**src/rtl/asram_pkg.sv**
```systemverilog
`timescale 1ns/1ps
package asram_pkg;

  typedef enum logic [2:0] {
    ST_PWR,
    ST_IDLE,
    ST_READ,
    ST_WTURN,
    ST_WDATA
  } ctl_state_e;

  typedef struct packed {
    logic ce_n;
    logic oe_n;
    logic we_n;
    logic drv;
  } strobe_t;

  localparam strobe_t STROBE_OFF = '{ce_n: 1'b1, oe_n: 1'b1, we_n: 1'b1, drv: 1'b0};

  function automatic int ps_to_cyc(input int ps, input int clk_ps);
    return (ps + clk_ps - 1) / clk_ps;
  endfunction

  function automatic int imax(input int a, input int b);
    return (a > b) ? a : b;
  endfunction

  // pin levels held while the controller sits in a given state
  function automatic strobe_t strobe_of(input ctl_state_e st);
    strobe_t s;
    s = STROBE_OFF;
    case (st)
      ST_READ: begin
        s.ce_n = 1'b0;
        s.oe_n = 1'b0;
      end
      ST_WTURN: begin
        s.ce_n = 1'b0;
        s.we_n = 1'b0;
      end
      ST_WDATA: begin
        s.ce_n = 1'b0;
        s.we_n = 1'b0;
        s.drv  = 1'b1;
      end
      default: s = STROBE_OFF;
    endcase
    return s;
  endfunction

endpackage

```
**src/rtl/asram_pwrup_wait.sv**
```systemverilog
`timescale 1ns/1ps
module asram_pwrup_wait #(
  parameter int WAIT_CYC = 1
) (
  input  logic clk,
  input  logic rst_n,
  output logic done
);

  localparam int CW = $clog2(WAIT_CYC + 1);

  logic [CW-1:0] cnt_q;
  logic [CW-1:0] cnt_d;
  logic          cnt_en;

  assign done   = (cnt_q == CW'(WAIT_CYC));
  assign cnt_en = !done;

  always_comb begin
    cnt_d = cnt_q + 1'b1;
  end

  always_ff @(posedge clk or negedge rst_n) begin
    if (!rst_n) begin
      cnt_q <= '0;
    end else if (cnt_en) begin
      cnt_q <= cnt_d;
    end
  end

endmodule

```
**src/rtl/asram_phase_timer.sv**
```systemverilog
`timescale 1ns/1ps
module asram_phase_timer #(
  parameter int CNT_W = 2
) (
  input  logic             clk,
  input  logic             rst_n,
  input  logic             load,
  input  logic [CNT_W-1:0] load_val,
  output logic             expired
);

  logic [CNT_W-1:0] cnt_q;
  logic [CNT_W-1:0] cnt_d;
  logic             cnt_en;

  assign expired = (cnt_q == '0);
  assign cnt_en  = load || !expired;

  always_comb begin
    if (load) begin
      cnt_d = load_val;
    end else begin
      cnt_d = cnt_q - 1'b1;
    end
  end

  always_ff @(posedge clk or negedge rst_n) begin
    if (!rst_n) begin
      cnt_q <= '0;
    end else if (cnt_en) begin
      cnt_q <= cnt_d;
    end
  end

endmodule

```
**src/rtl/asram_rd_capture.sv**
```systemverilog
`timescale 1ns/1ps
module asram_rd_capture #(
  parameter int DATA_W = 8
) (
  input  logic              clk,
  input  logic              rst_n,
  input  logic              capture,
  input  logic [DATA_W-1:0] dq_in,
  output logic [DATA_W-1:0] rdata,
  output logic              valid
);

  logic [DATA_W-1:0] data_q;
  logic              valid_q;

  always_ff @(posedge clk or negedge rst_n) begin
    if (!rst_n) begin
      data_q <= '0;
    end else if (capture) begin
      data_q <= dq_in;
    end
  end

  always_ff @(posedge clk or negedge rst_n) begin
    if (!rst_n) begin
      valid_q <= 1'b0;
    end else begin
      valid_q <= capture;
    end
  end

  assign rdata = data_q;
  assign valid = valid_q;

endmodule

```
**src/rtl/asram_ctrl.sv**
```systemverilog
`timescale 1ns/1ps
module asram_ctrl
  import asram_pkg::*;
#(
  parameter int ADDR_W       = 20,
  parameter int DATA_W       = 8,
  parameter int CLK_PS       = 10000,
  parameter int T_PWRUP_PS   = 100_000_000,
  parameter int T_CYC_PS     = 10000,
  parameter int T_ACC_PS     = 10000,
  parameter int T_OE_ACC_PS  = 5000,
  parameter int T_WPULSE_PS  = 7000,
  parameter int T_DSETUP_PS  = 5000,
  parameter int T_RELEASE_PS = 5000
) (
  input  logic              clk,
  input  logic              rst_n,
  input  logic              req_valid,
  output logic              req_ready,
  input  logic              req_write,
  input  logic [ADDR_W-1:0] req_addr,
  input  logic [DATA_W-1:0] req_wdata,
  output logic              rsp_valid,
  output logic [DATA_W-1:0] rsp_rdata,
  output logic [ADDR_W-1:0] mem_addr,
  output logic              mem_ce_n,
  output logic              mem_oe_n,
  output logic              mem_we_n,
  output logic [DATA_W-1:0] mem_dq_out,
  output logic              mem_dq_oe,
  input  logic [DATA_W-1:0] mem_dq_in
);

  // phase lengths in cycles, each minimum rounded up
  localparam int RD_CYC   = ps_to_cyc(imax(imax(T_CYC_PS, T_ACC_PS), T_OE_ACC_PS), CLK_PS);
  localparam int TURN_CYC = imax(1, ps_to_cyc(T_RELEASE_PS, CLK_PS));
  localparam int PW_CYC   = ps_to_cyc(imax(T_WPULSE_PS, T_CYC_PS), CLK_PS);
  localparam int SD_CYC   = imax(1, ps_to_cyc(T_DSETUP_PS, CLK_PS));
  localparam int WD_CYC   = imax(SD_CYC, PW_CYC - TURN_CYC);
  localparam int PWR_CYC  = ps_to_cyc(T_PWRUP_PS, CLK_PS);
  localparam int PH_MAX   = imax(imax(RD_CYC, TURN_CYC), WD_CYC);
  localparam int CNT_W    = $clog2(PH_MAX + 1);

  ctl_state_e        state_q, state_d;
  strobe_t           strobe_q, strobe_d;
  logic [ADDR_W-1:0] addr_q;
  logic [DATA_W-1:0] wdata_q;
  logic              accept;
  logic              capture;
  logic              ph_load;
  logic [CNT_W-1:0]  ph_val;
  logic              ph_expired;
  logic              pwr_done;

  asram_pwrup_wait #(.WAIT_CYC(PWR_CYC)) u_pwrup (
    .clk   (clk),
    .rst_n (rst_n),
    .done  (pwr_done)
  );

  asram_phase_timer #(.CNT_W(CNT_W)) u_phase (
    .clk      (clk),
    .rst_n    (rst_n),
    .load     (ph_load),
    .load_val (ph_val),
    .expired  (ph_expired)
  );

  asram_rd_capture #(.DATA_W(DATA_W)) u_rcap (
    .clk     (clk),
    .rst_n   (rst_n),
    .capture (capture),
    .dq_in   (mem_dq_in),
    .rdata   (rsp_rdata),
    .valid   (rsp_valid)
  );

  // next-state logic
  always_comb begin
    state_d = state_q;
    accept  = 1'b0;
    capture = 1'b0;
    ph_load = 1'b0;
    ph_val  = '0;
    case (state_q)
      ST_PWR: begin
        if (pwr_done) begin
          state_d = ST_IDLE;
        end
      end
      ST_IDLE: begin
        if (req_valid) begin
          accept  = 1'b1;
          ph_load = 1'b1;
          if (req_write) begin
            state_d = ST_WTURN;
            ph_val  = CNT_W'(TURN_CYC - 1);
          end else begin
            state_d = ST_READ;
            ph_val  = CNT_W'(RD_CYC - 1);
          end
        end
      end
      ST_READ: begin
        if (ph_expired) begin
          capture = 1'b1;
          state_d = ST_IDLE;
        end
      end
      ST_WTURN: begin
        if (ph_expired) begin
          state_d = ST_WDATA;
          ph_load = 1'b1;
          ph_val  = CNT_W'(WD_CYC - 1);
        end
      end
      ST_WDATA: begin
        if (ph_expired) begin
          state_d = ST_IDLE;
        end
      end
      default: state_d = ST_PWR;
    endcase
    strobe_d = strobe_of(state_d);
  end

  // state and registered pin levels
  always_ff @(posedge clk or negedge rst_n) begin
    if (!rst_n) begin
      state_q  <= ST_PWR;
      strobe_q <= STROBE_OFF;
    end else begin
      state_q  <= state_d;
      strobe_q <= strobe_d;
    end
  end

  // request fields, loaded on acceptance only
  always_ff @(posedge clk or negedge rst_n) begin
    if (!rst_n) begin
      addr_q  <= '0;
      wdata_q <= '0;
    end else if (accept) begin
      addr_q  <= req_addr;
      wdata_q <= req_wdata;
    end
  end

  assign req_ready  = (state_q == ST_IDLE);
  assign mem_addr   = addr_q;
  assign mem_ce_n   = strobe_q.ce_n;
  assign mem_oe_n   = strobe_q.oe_n;
  assign mem_we_n   = strobe_q.we_n;
  assign mem_dq_oe  = strobe_q.drv;
  assign mem_dq_out = wdata_q;

endmodule

```
**config.mk**
```make
export PLATFORM = sky130hd
export DESIGN_NAME = asram_ctrl
export DESIGN_NICKNAME = d
export VERILOG_FILES = /design/src/rtl/asram_pkg.sv /design/src/rtl/asram_pwrup_wait.sv /design/src/rtl/asram_phase_timer.sv /design/src/rtl/asram_rd_capture.sv /design/src/rtl/asram_ctrl.sv
export SDC_FILE = /design/constraint.sdc
export NUM_CORES = 1
export LEC_CHECK = 0
export ABC_AREA = 1
export BUFFER_PORTS_ARGS = -buffer_cell sky130_fd_sc_hd__buf_4
export CAP_MARGIN = 20
export CORE_ASPECT_RATIO = 0.7
export CORE_MARGIN = 1
export CORE_UTILIZATION = 35
export CTS_CLUSTER_SIZE = 24
export DETAILED_ROUTE_END_ITERATION = 16
export MAX_ROUTING_LAYER = met4
export SKIP_LAST_GASP = 1
export SYNTH_ARGS = -nofsm -noshare
export SYNTH_HDL_FRONTEND = slang
export SYNTH_SLANG_ARGS = --single-unit
```
**constraint.sdc**
```tcl
create_clock -name clk -period 1.45 [get_ports clk]
set_clock_uncertainty 0.1 [all_clocks]
set_input_delay 0.2175 -clock clk [delete_from_list [all_inputs] [get_ports clk]]
set_output_delay 0.2175 -clock clk [all_outputs]
set_load 0.005 [all_outputs]
```
# Word level (Yosys, flattened, before mapping)
# Index checks and enable logic that the tools add are counted.
dict set report op_classes {
  n_div 0
  multipliers 0
  n_mux 16
  shifts 0
  addsub 2
  n_bitwise 0
  eq_ne 8
  magnitude_cmp 0
  reduce_logical 5
}
# op count
set op_table {}
lappend op_table {{adder 14 x 1 -> 14 bit (second input constant)} 1}
lappend op_table {{== test 14 bit (second input constant)} 1}
lappend op_table {{== test 3 x 2 -> 1 bit (second input constant)} 4}
lappend op_table {{2-to-1 mux 3 bit} 4}
lappend op_table {{case mux 3 bit (4 select lines)} 1}
lappend op_table {{2-to-1 mux 1 bit} 10}
lappend op_table {{== test 3 bit (second input constant)} 2}
lappend op_table {{OR reduction 2 bit} 2}
lappend op_table {{== test 3 x 1 -> 1 bit (second input constant)} 1}
lappend op_table {{logical NOT 3 bit} 1}
lappend op_table {{OR reduction 3 bit} 1}
lappend op_table {{case mux 1 bit (2 select lines)} 1}
lappend op_table {{logical OR 1 bit} 1}
lappend op_table {{subtractor 1 bit (second input constant)} 1}
dict set report word_totals {
  mem_bits_ro 0
  ramBits 0
  word_cells 42
  reg_bits 59
  latchBits 0
  out_inout_bits 42
  memories 0
}

# Logic depth before layout (Yosys ltp)
dict set report depth {
  ltp_word 6
  depth_mapped 8
  depth_no_buf 8
}

# By module
# From an unflattened synthesis, not the netlist that was laid out.
dict set report hier_totals {
  hier_cells 311
  hier_area_um2 2637.5
}
# mod seq_area_each_um2 area_each_um2 instances cells_per_inst
set by_module_without_submodules {}
lappend by_module_without_submodules {asram_ctrl 879.6 1446.4 1 161}
lappend by_module_without_submodules {asram_pwrup_wait 350.3 824.5 1 111}
lappend by_module_without_submodules {asram_rd_capture 225.2 330.3 1 35}
lappend by_module_without_submodules {asram_phase_timer 25.0 36.3 1 4}

# Least setup slack after synthesis
# Ideal clock, no wire load.
dict set report synth_timing {
  path_type {register -> register}
  from {register state_q[2]}
  to {register addr_q[10] (netlist: mem_addr[10])}
  arrival_ps 1088
  t_required_ps 1233
  path_buffers 2
  path_stages_with_launch 7
  path_slack_ps 145
  cell_sequence {dfrtp_1 -> nor3_4 -> nand2_1 -> buf_6 -> buf_6 -> nand2_1 -> nand2_1}
}
dict set report synth_via {
  elab_chain_len 2
}
# element line_no
set synth_rtl {}
lappend synth_rtl {{start, declared} asram_ctrl.sv:44} ;# ctl_state_e state_q, state_d;
lappend synth_rtl {{start signal, assigned} asram_ctrl.sv:133} ;# state_q <= state_d;
lappend synth_rtl {{== test 3 x 1 -> 1 bit} asram_ctrl.sv:85} ;# case (state_q)
lappend synth_rtl {{2-to-1 mux 1 bit} asram_ctrl.sv:85}
lappend synth_rtl {{end signal, assigned} asram_ctrl.sv:144} ;# addr_q <= req_addr;
lappend synth_rtl {{end, declared} asram_ctrl.sv:46} ;# logic [ADDR_W-1:0] addr_q;
# No other way between the ends.
# A chain may end at the register's enable or synchronous reset.

# Worst setup path in the final report
dict set report layout_timing {
  from {register state_q[1]}
  to {output req_ready}
}
dict set report layout_via {
  elab_chain_len 1
}
# element line_no
set layout_rtl {}
lappend layout_rtl {{== test 3 x 1 -> 1 bit} asram_ctrl.sv:149} ;# assign req_ready = (state_q == ST_IDLE);
lappend layout_rtl {{end, declared} asram_ctrl.sv:19} ;# output logic req_ready,
# No other way between the ends.

==> results.cfg <==
[run_status]
run_status = finished with violations
failed_checks = negative setup slack

[drt]
wl_per_cell_um = 12.8
detailedRoute.firstIterationViolations = 119
antenna_left = 0
drtPass1Iterations = 4
routed_via_density = 4.50
routed_wl_mm = 6.28
drc_errors = 0
detailroute.via_count = 2208

[sta]
final_max_slew_viol_count = 0
setup_repair_after_global_routing_missed_its_margin = true
totalNegativeSetupSlack_ns = -0.0782
fin_crit_sh = 1.05
fin_ws_ns = -0.0782
hold_viol_final = 0
timing.fmax_ghz = 0.654
report.final.setup_viol = 1
holdWs_ns = 0.0174
final_period_minus_worst_setup_slack_ns = 1.53

[run]
timing.max_cap.violations = 0

[synth]
synth_cells = 279
synth_top_family_by_area = simple AND/OR/NAND/NOR gates
muxShareOfSynthArea = 0
synth.avg_cell_area_um2 = 9.02
synth_compound_area_frac = 0.00945
yosysSeqAreaShare = 0.588
ys_ff_latch = 59
synthesis.area_um2 = 2520
synth-edff-count = 0
async_flop_share = 1.00
netlist.top_cell.by_area = dfrtp_1
yosysWarnings = 0
yosys.area_share.xor_xnor = 0.0383
synth.net_count = 321
yosys.area_share.simple = 0.299
top_cells_by_area_synth = dfrtp_1 (56%), nand2_1 (16%), nand3_1 (8.0%)
post_synth_fa_ha_maj_area_fraction = 0.00995
yosysTopAreaCellShare = 0.557
postSynth.topFlopCell = dfrtp_1
synthDistinctLibCells = 24

[pwr]
static-leakage-power_uw = 0.00193
pwr_density_cell_nw_per_um2 = 1660
post-layout-total-power_uw = 6160
power.ir.vdd_worst_uv = 753

[global_routing]
global_route.overflow_total = 0
top_usage_layer = met1
grt.total_usage = 0.181
grt_start_max_net_pins = 35
grt_antenna_before_repair = 0
first_global_vias = 2052
grt_use_met2 = 0.240
groute.layer.met1.usage = 0.258
globalRouteMet3Util = 0.0623
grt_first_pass_wirelength_mm = 9.83

[worst_hold_path]
hold-path-cell-count = 3
holdPathEnd = mem_dq_out[6]
holdCritPathClass = in -> reg
hold_path.startpoint = req_wdata[6]

[final_layout]
fin_util = 0.542
number_of_nets_in_the_final_layout = 434
multiInputGateArea_um2 = 943
final_layout_size_suffix_gt1_frac = 0.325
layout.filler_cells = 616
mostFrequentLayoutCells = nand2_1 (101), buf_4 (89), dfrtp_1 (55)
n_antenna_cell = 0
area_growth_syn_to_layout_pct = 47.7
seq_area_um2 = 1480
mostFrequentLayoutCell = nand2_1

[clock_tree]
clock-sinks = 59
clock_latency_ns = 0.33
cts_max_path_buffers = 2
cts-buffers-inserted = 9
cts_root_buf = clkbuf_8
cts.reportedPaths.clkPinSlew_ns = 0.06
tritoncts = done
cts.htree.levels = 3

[floorplanning]
initial_utilization = 0.367
pin_count = 82
die_span_in_x_um = 103
fp.coreArea_um2 = 6850
fp.dieH_um = 72.9
placement_rows = 25
design.die.area_um2 = 7540

[worst_setup_path]
worst-setup-path-type = reg -> out
startpoint_of_the_most_critical_register_to_register_path = state_q[1]
timing.critical_path.cells = nor3_4, buf_12, buf_6
required_time_of_the_critical_path_ns = 1.13
timing.reg2reg.setup_slack_ns = 0.04
data_arrival_at_the_endpoint_of_the_critical_path_ns = 1.21
ff2ff_path_depth = 5
crit_slowest_cell = dfrtp_2
timing.critical_path.slowest_cell_delay_ns = 0.43
critical_path.startpoint_type = register
critical_path.max_fanout = 2
end_kind = primary output
r2r_end = mem_addr[2]

[place]
final_estimated_routing_congestion_in_global_placement = 0.845
preCtsSetupSlack_ns = 0.0551
port_buffers = 81
detailed_place_hpwl_mm = 4.11
## cell families after synthesis
| kind of cell | count (synthesis) |
|---|---|
| xor+xnor | 11 |
| other cells | 1 |
| buf+inv | 27 |
| compound gates | 4 |
| simple gates | 175 |
| flops | 59 |
| fa+ha+maj | 2 |
## area by class of cell
class	instances	share of cell area
Clock buffer	13	0.0401
Clock inverter	3	0.00404
Inverter	18	0.0189
Multi-Input combinational cell	193	0.254
Sequential cell	59	0.399
Tap cell	94	0.0316
Timing Repair Buffer	111	0.253
## metal layers
layer | part of all wire | wire [um]
met1 | 0.51 | 3180
met2 | 0.43 | 2670
met3 | 0.065 | 407
met4 | 0.0040 | 25
met5 | 0 | 0
## state kept, by name, indices dropped and copies added, names as in the netlist, 3 cells and up
register and cells:
state_q 3, mem_addr 20, mem_dq_out 8, u_pwrup.cnt_q 14, u_rcap.rdata 8
## worst max-delay path by stage
stage / cells after the start / slack (ns) / endpoint / start
5_1_grt: 3 / -0.14 / req_ready / state_q[1]
3_5_place_dp: 5 / 0.06 / u_pwrup.cnt_q[12] / u_pwrup.cnt_q[0]
3_3_place_gp: 5 / 0.09 / u_pwrup.cnt_q[12] / u_pwrup.cnt_q[0]
6_report: 3 / -0.08 / req_ready / state_q[1]
2_1_floorplan: 6 / 0.15 / mem_addr[10] / state_q[2]
4_1_cts: 4 / -0.09 / req_ready / state_q[0]
## stage by stage
stage               instances  instance area, um^2
floorplan                 279                 2520
global placement          452                 3250
detailed placement        452                 3250
CTS                       488                 3630
global route              491                 3720
finish                    491                 3720
## worst max-delay path, delay by kind of cell (launching register included)
family	cells	cell delay (ns)
simple gates	1	0.24
buf+inv	2	0.21
flops	1	0.43
## what timing repair did
action / in CTS / in global routing
setup endpoints to repair: 1 / 42
resized for setup: 1 / 22
buffers inserted: 4 / 2
cloned: 1 / 1
hold buffers: 15 / 0
pin swaps: 1 / 4
hold endpoints to repair: 39 / 0
## power breakdown
group	internal (uW)	switching, uW	total (uW)	leakage [uW]
logic	1310	1070	2380	0.00110
registers	2210	300	2510	0.000739
clock network	659	616	1270	0.0000872
total	4170	1990	6160	0.00193
## synthesized netlist by cell type, types with 2 or more instances
library cell	n
clkbuf_1	2
o21ai_0	3
dfstp_2	3
buf_6	3
buf_4	2
nand3_1	40
nand3b_1	2
nor2_1	17
buf_2	2
xnor2_1	4
xor2_1	7
ha_1	2
inv_1	16
dfrtp_1	56
nor3_1	7
nand2_1	105
(Power assumes the default switching activity.)
